### src/rtl/burst_out_pipe.sv
module burst_out_pipe #(
  parameter int ROW_W = 4,
  parameter int COL_W = 9,
  parameter logic [15:0] SEED = 16'hC35A
) (
  input  logic             clk,
  input  logic             rst_n,
  input  logic             clk_en,
  input  logic             act_req,
  input  logic [ROW_W-1:0] act_row,
  input  logic             rd_req,
  input  logic             rd_wide,
  input  logic [COL_W-1:0] rd_col,
  input  logic             stop_req,
  input  logic             mask_in,
  input  logic [2:0]       cfg_lat,
  input  logic             cfg_len8,
  input  logic             cfg_ilv,
  output logic [31:0]      dq_out,
  output logic             dq_oe_lo,
  output logic             dq_oe_hi
);

  function automatic logic [15:0] word_at(input logic [ROW_W-1:0] r, input logic [COL_W-1:0] c);
    logic [ROW_W+COL_W-1:0] a;
    a = {r, c};
    return 16'(a) ^ SEED;
  endfunction

  function automatic logic [COL_W-1:0] beat_col(input logic [COL_W-1:0] c, input logic len8,
                                                input logic ilv, input logic [3:0] k);
    logic [2:0] lo;
    lo = ilv ? (c[2:0] ^ k[2:0]) : (c[2:0] + k[2:0]);
    return len8 ? {c[COL_W-1:3], lo} : {c[COL_W-1:2], lo[1:0]};
  endfunction

  logic [ROW_W-1:0] row_q, pend_row, b_row, s_row;
  logic [COL_W-1:0] pend_col, b_col, s_col, bc;
  logic             pend_v, pend_wide, pend_len8, pend_ilv;
  logic [2:0]       pend_cnt, stop_cnt;
  logic             stop_v, run, mask_q;
  logic             b_wide, b_len8, b_ilv;
  logic             s_wide, s_len8, s_ilv;
  logic [3:0]       b_idx, s_k;
  logic             start, kill, emit;
  logic [31:0]      nxt_data, dq_q;
  logic             oe_lo_q, oe_hi_q;

  assign start  = pend_v && (pend_cnt == 3'd0);
  assign kill   = stop_v && (stop_cnt == 3'd0);
  assign s_col  = start ? pend_col  : b_col;
  assign s_row  = start ? pend_row  : b_row;
  assign s_wide = start ? pend_wide : b_wide;
  assign s_len8 = start ? pend_len8 : b_len8;
  assign s_ilv  = start ? pend_ilv  : b_ilv;
  assign s_k    = start ? 4'd0 : b_idx;
  assign emit   = start || (run && !kill && (b_idx < (b_len8 ? 4'd8 : 4'd4)));
  assign bc     = beat_col(s_col, s_len8, s_ilv, s_k);
  assign nxt_data = s_wide ? {word_at(s_row, {bc[COL_W-2:0], 1'b1}), word_at(s_row, {bc[COL_W-2:0], 1'b0})}
                           : {16'h0000, word_at(s_row, bc)};

  always_ff @(posedge clk or negedge rst_n) begin
    if (!rst_n) begin
      row_q <= '0; pend_row <= '0; pend_col <= '0; pend_v <= 1'b0;
      pend_wide <= 1'b0; pend_len8 <= 1'b0; pend_ilv <= 1'b0; pend_cnt <= '0;
      stop_v <= 1'b0; stop_cnt <= '0; run <= 1'b0; mask_q <= 1'b0;
      b_row <= '0; b_col <= '0; b_wide <= 1'b0; b_len8 <= 1'b0; b_ilv <= 1'b0; b_idx <= '0;
      dq_q <= '0; oe_lo_q <= 1'b0; oe_hi_q <= 1'b0;
    end else if (clk_en) begin
      mask_q <= mask_in;
      if (act_req) row_q <= act_row;

      if (rd_req) begin
        pend_v    <= 1'b1;
        pend_cnt  <= cfg_lat - 3'd2;
        pend_col  <= rd_col;
        pend_row  <= row_q;
        pend_wide <= rd_wide;
        pend_len8 <= cfg_len8;
        pend_ilv  <= cfg_ilv;
      end else if (act_req || start) begin
        pend_v <= 1'b0;
      end else if (pend_v) begin
        pend_cnt <= pend_cnt - 3'd1;
      end

      if (stop_req) begin
        stop_v   <= 1'b1;
        stop_cnt <= cfg_lat - 3'd2;
      end else if (kill) begin
        stop_v <= 1'b0;
      end else if (stop_v) begin
        stop_cnt <= stop_cnt - 3'd1;
      end

      if (start) begin
        b_row <= pend_row; b_col <= pend_col; b_wide <= pend_wide;
        b_len8 <= pend_len8; b_ilv <= pend_ilv; b_idx <= 4'd1;
      end else if (run) begin
        b_idx <= b_idx + 4'd1;
      end
      run <= emit;

      dq_q    <= nxt_data;
      oe_lo_q <= emit && !mask_q;
      oe_hi_q <= emit && !mask_q && s_wide;
    end
  end

  assign dq_out   = dq_q;
  assign dq_oe_lo = oe_lo_q;
  assign dq_oe_hi = oe_hi_q;

endmodule


### config.mk
export PLATFORM = sky130hd
export DESIGN_NAME = burst_out_pipe
export DESIGN_NICKNAME = d
export VERILOG_FILES = /design/src/rtl/burst_out_pipe.sv
export SDC_FILE = /design/constraint.sdc
export NUM_CORES = 1
export LEC_CHECK = 0
export BUFFER_PORTS_ARGS = -buffer_cell sky130_fd_sc_hd__buf_2
export CORE_UTILIZATION = 45
export DETAILED_ROUTE_END_ITERATION = 8
export GPL_TIMING_DRIVEN = 0
export PLACE_DENSITY = 0.66
export SETUP_SLACK_MARGIN = 0.3
export SLEW_MARGIN = 20
export SYNTH_ARGS = -nofsm -noshare
export SYNTH_HDL_FRONTEND = slang
export SYNTH_SLANG_ARGS = --single-unit
### constraint.sdc
create_clock -name clk -period 7.5 [get_ports clk]
set_input_delay 0.75 -clock clk [delete_from_list [all_inputs] [get_ports clk]]
set_output_delay 0.75 -clock clk [all_outputs]
set_load 0.02 [all_outputs]
==> out/results.ini <==
[clock_tree]
cts_root_buffer = clkbuf_8
clock_latency_ns = 0.34
cts_tree = done
clock_sinks = 75
h-tree-depth = 3
postCtsResizedCells = 0
cts_buffer_depth = 2
clk_pin_slew_ns = 0.08
cts_setup_buffers = 0
cts_buffers = 9
hold_buffers = 0

[setup_path]
crit_path_max_fanout = 10
worstPathRequired_ns = 7.74
end_kind = register
rr_endpoint = dq_out[2]
criticalPathCategory = reg2reg
rr_startpoint = pend_cnt[0]
rr_worst_depth = 13
ff2ff_setup_slack_ns = 4.55
cp.arrival_ns = 3.19
worstSetupStartpointType = register

[final_layout]
num-fill-cells = 710
nets = 403
drive_above_1_share_pct = 38.1
syn2layout_area_growth_pct = 18.1
antenna_cells = 0

[logic_synthesis]
syn-instance-count = 300
ys_seq_area_share_pct = 52.7
synth-edff-count = 0
synth.distinct_cells = 47
synth_ff_type = dfrtp_1
yosysWarnings = 0
synth_area_sq_um = 3560
async_flop_share_pct = 100
postSynthAreaPerCell_sq_um = 11.9
ys_seq_elements = 75

[floorplan]
core.rowCount = 32
start_util_pct = 46.4
ios = 60
coreArea_sq_um = 7690
die_w_um = 91.0
die_h_um = 91.0
die_area_sq_um = 8280

[sta]
hold_violations = 0
maxSlewHeadroom_pct = 52.4
rsz0062_at_grt = false
slew_violations = 0
setup_tns_ns = 0
fin_skew_ns = 0.00437
clock.fmax_mhz = 339
finalSetupViolations = 0
worst_slew_pin_slew_ns = 0.694
min_period_ns = 2.95
fin_crit_sh_pct = 39.4

[global_routing]
grt_usage_pct = 20.2
grt_max_degree = 42
grt_pass1_wl_mm = 12.8
grt_pass1_vias = 2546
antenna_found_initial = 0
grt_overflow_total = 0

[pwr]
vdd_drop_max_v = 0.000225
p_leak_nw = 2.07
p_per_area_nw_per_um2 = 387
power_mw = 1.63

[route]
drt_iter0_drc = 128
via_per_inst = 5.24
wl_per_cell_um = 16.3
vias = 2490
drc_errors = 0
drt_pass1_iterations = 4
antenna_left = 0
drt_wl_total_mm = 7.74

[status]
status = completed

[placed_design]
portBuffers = 55
dp_hpwl_mm = 5.49
routabilityCongestion = 0.755

[flow_run]
cap_violations = 0

[hold_path]
hold_path.class = in2async

## through the flow
stage / setup WS [ns] / cells / area [sq um] / util (%) / hold slack (ns)
after CTS: 4.53 / 475 / 4210 / 54.8 / 0.373
after detailed placement: 4.55 / 459 / 3990 / 51.9 / 0.470
after floorplan: 4.88 / 301 / 3570 / - / 0.454
final: 4.55 / 475 / 4210 / 54.8 / 0.357
after global routing: 4.32 / 475 / 4210 / 54.8 / 0.397
after global placement: 4.66 / 458 / 3970 / 51.6 / 0.464
## how the worst max path moves through the flow
stage / start / end / slack, ns
final: pend_cnt[0] / dq_out[2] / 4.55
after global routing: pend_cnt[0] / dq_out[2] / 4.32
after CTS: pend_cnt[0] / dq_out[2] / 4.53
after detailed placement: pend_cnt[0] / dq_out[2] / 4.55
after global placement: pend_cnt[0] / dq_out[2] / 4.66
after floorplan: pend_cnt[0] / dq_out[2] / 4.88
## state kept, by name, indices dropped and copies added, names as in the netlist, 3 cells and up
name,flops
dq_out,25
b_col,9
pend_col,9
b_idx,4
pend_row,4
row_q,4
b_row,3
pend_cnt,3
stop_cnt,3
## cell usage after synthesis, types with 5 or more instances
cell | number | area, sq um
a21o_1 | 7 | 52.6
a21oi_1 | 15 | 75.1
and2_1 | 5 | 31.3
buf_2 | 5 | 25.0
buf_4 | 13 | 97.6
dfrtp_1 | 75 | 1880
ha_1 | 8 | 100
inv_1 | 9 | 33.8
mux2_2 | 42 | 473
mux2i_1 | 13 | 130
nand2_1 | 25 | 93.8
nand3_1 | 6 | 30.0
nor2_1 | 10 | 37.5
nor3_1 | 6 | 30.0
o21ai_0 | 10 | 50.1
## cell families after synthesis
| group | after synthesis | share of synthesized area [%] |
|---|---|---|
| xor+xnor | 3 | 0.737 |
| simple gates | 66 | 9.48 |
| flops | 75 | 52.7 |
| fa+ha+maj | 9 | 3.37 |
| buf+inv | 33 | 5.44 |
| mux | 56 | 17.3 |
| compound gates | 57 | 10.8 |
| other cells | 1 | 0.105 |
## power by group
part	total [mW]	leakage, nW	internal (mW)	switching, mW
Clock	0.339	0.113	0.187	0.153
Combinational	0.638	1.06	0.285	0.353
Sequential	0.653	0.897	0.553	0.101
## metal layers
metal | global-route usage [%] | vias up | part of all wire (%) | wire, um
met4 | 7.94 | 0 | 1.8 | 139
met3 | 3.10 | 15 | 4.1 | 315
met2 | 32.2 | 65 | 47 | 3670
met1 | 27.7 | 1228 | 47 | 3620
met5 | 0 | - | 0 | 0
li1 | - | 1182 | - | -
## worst max-delay path: stages, from the launching register on
cell and delay [ns]:
dfrtp_1 0.36, inv_1 0.12, ha_1 0.24, nand3b_4 0.12
buf_6 0.17, buf_2 0.21, and2_1 0.19, ha_1 0.19
fa_1 0.40, nand2b_1 0.12, xnor2_1 0.15, a21o_1 0.14
o211ai_1 0.15, a31o_2 0.28
## area by class of cell
cell class / count / area, sq um / share of cell area, %
flip-flops and latches: 75 / 1880 / 44.6
well taps: 102 / 128 / 3.03
inverters: 9 / 33.8 / 0.803
plain buffers: 24 / 160 / 3.81
multi-input cells: 193 / 1500 / 35.6
clock inverters: 7 / 92.6 / 2.20
clock buffers: 9 / 124 / 2.94
repair buffers: 56 / 298 / 7.07
## placed cells by master (no fill, tap or decap), types with 3 or more instances in the layout
cell	synthesis	routed
dfrtp_1	75	75
buf_2	5	59
mux2_2	42	42
nand2_1	25	25
a21oi_1	15	15
buf_4	13	14
mux2i_1	13	13
nor2_1	10	10
o21ai_0	10	10
inv_1	9	9
clkbuf_8	0	9
ha_1	8	8
a21o_1	7	7
nand3_1	6	6
nor3_1	6	6
and2_1	5	5
clkbuf_1	4	4
o2bb2ai_1	4	4
nor2b_1	4	4
a211oi_1	3	3
nand2b_1	3	3
clkinv_2	0	3
(Power assumes the default switching activity.)
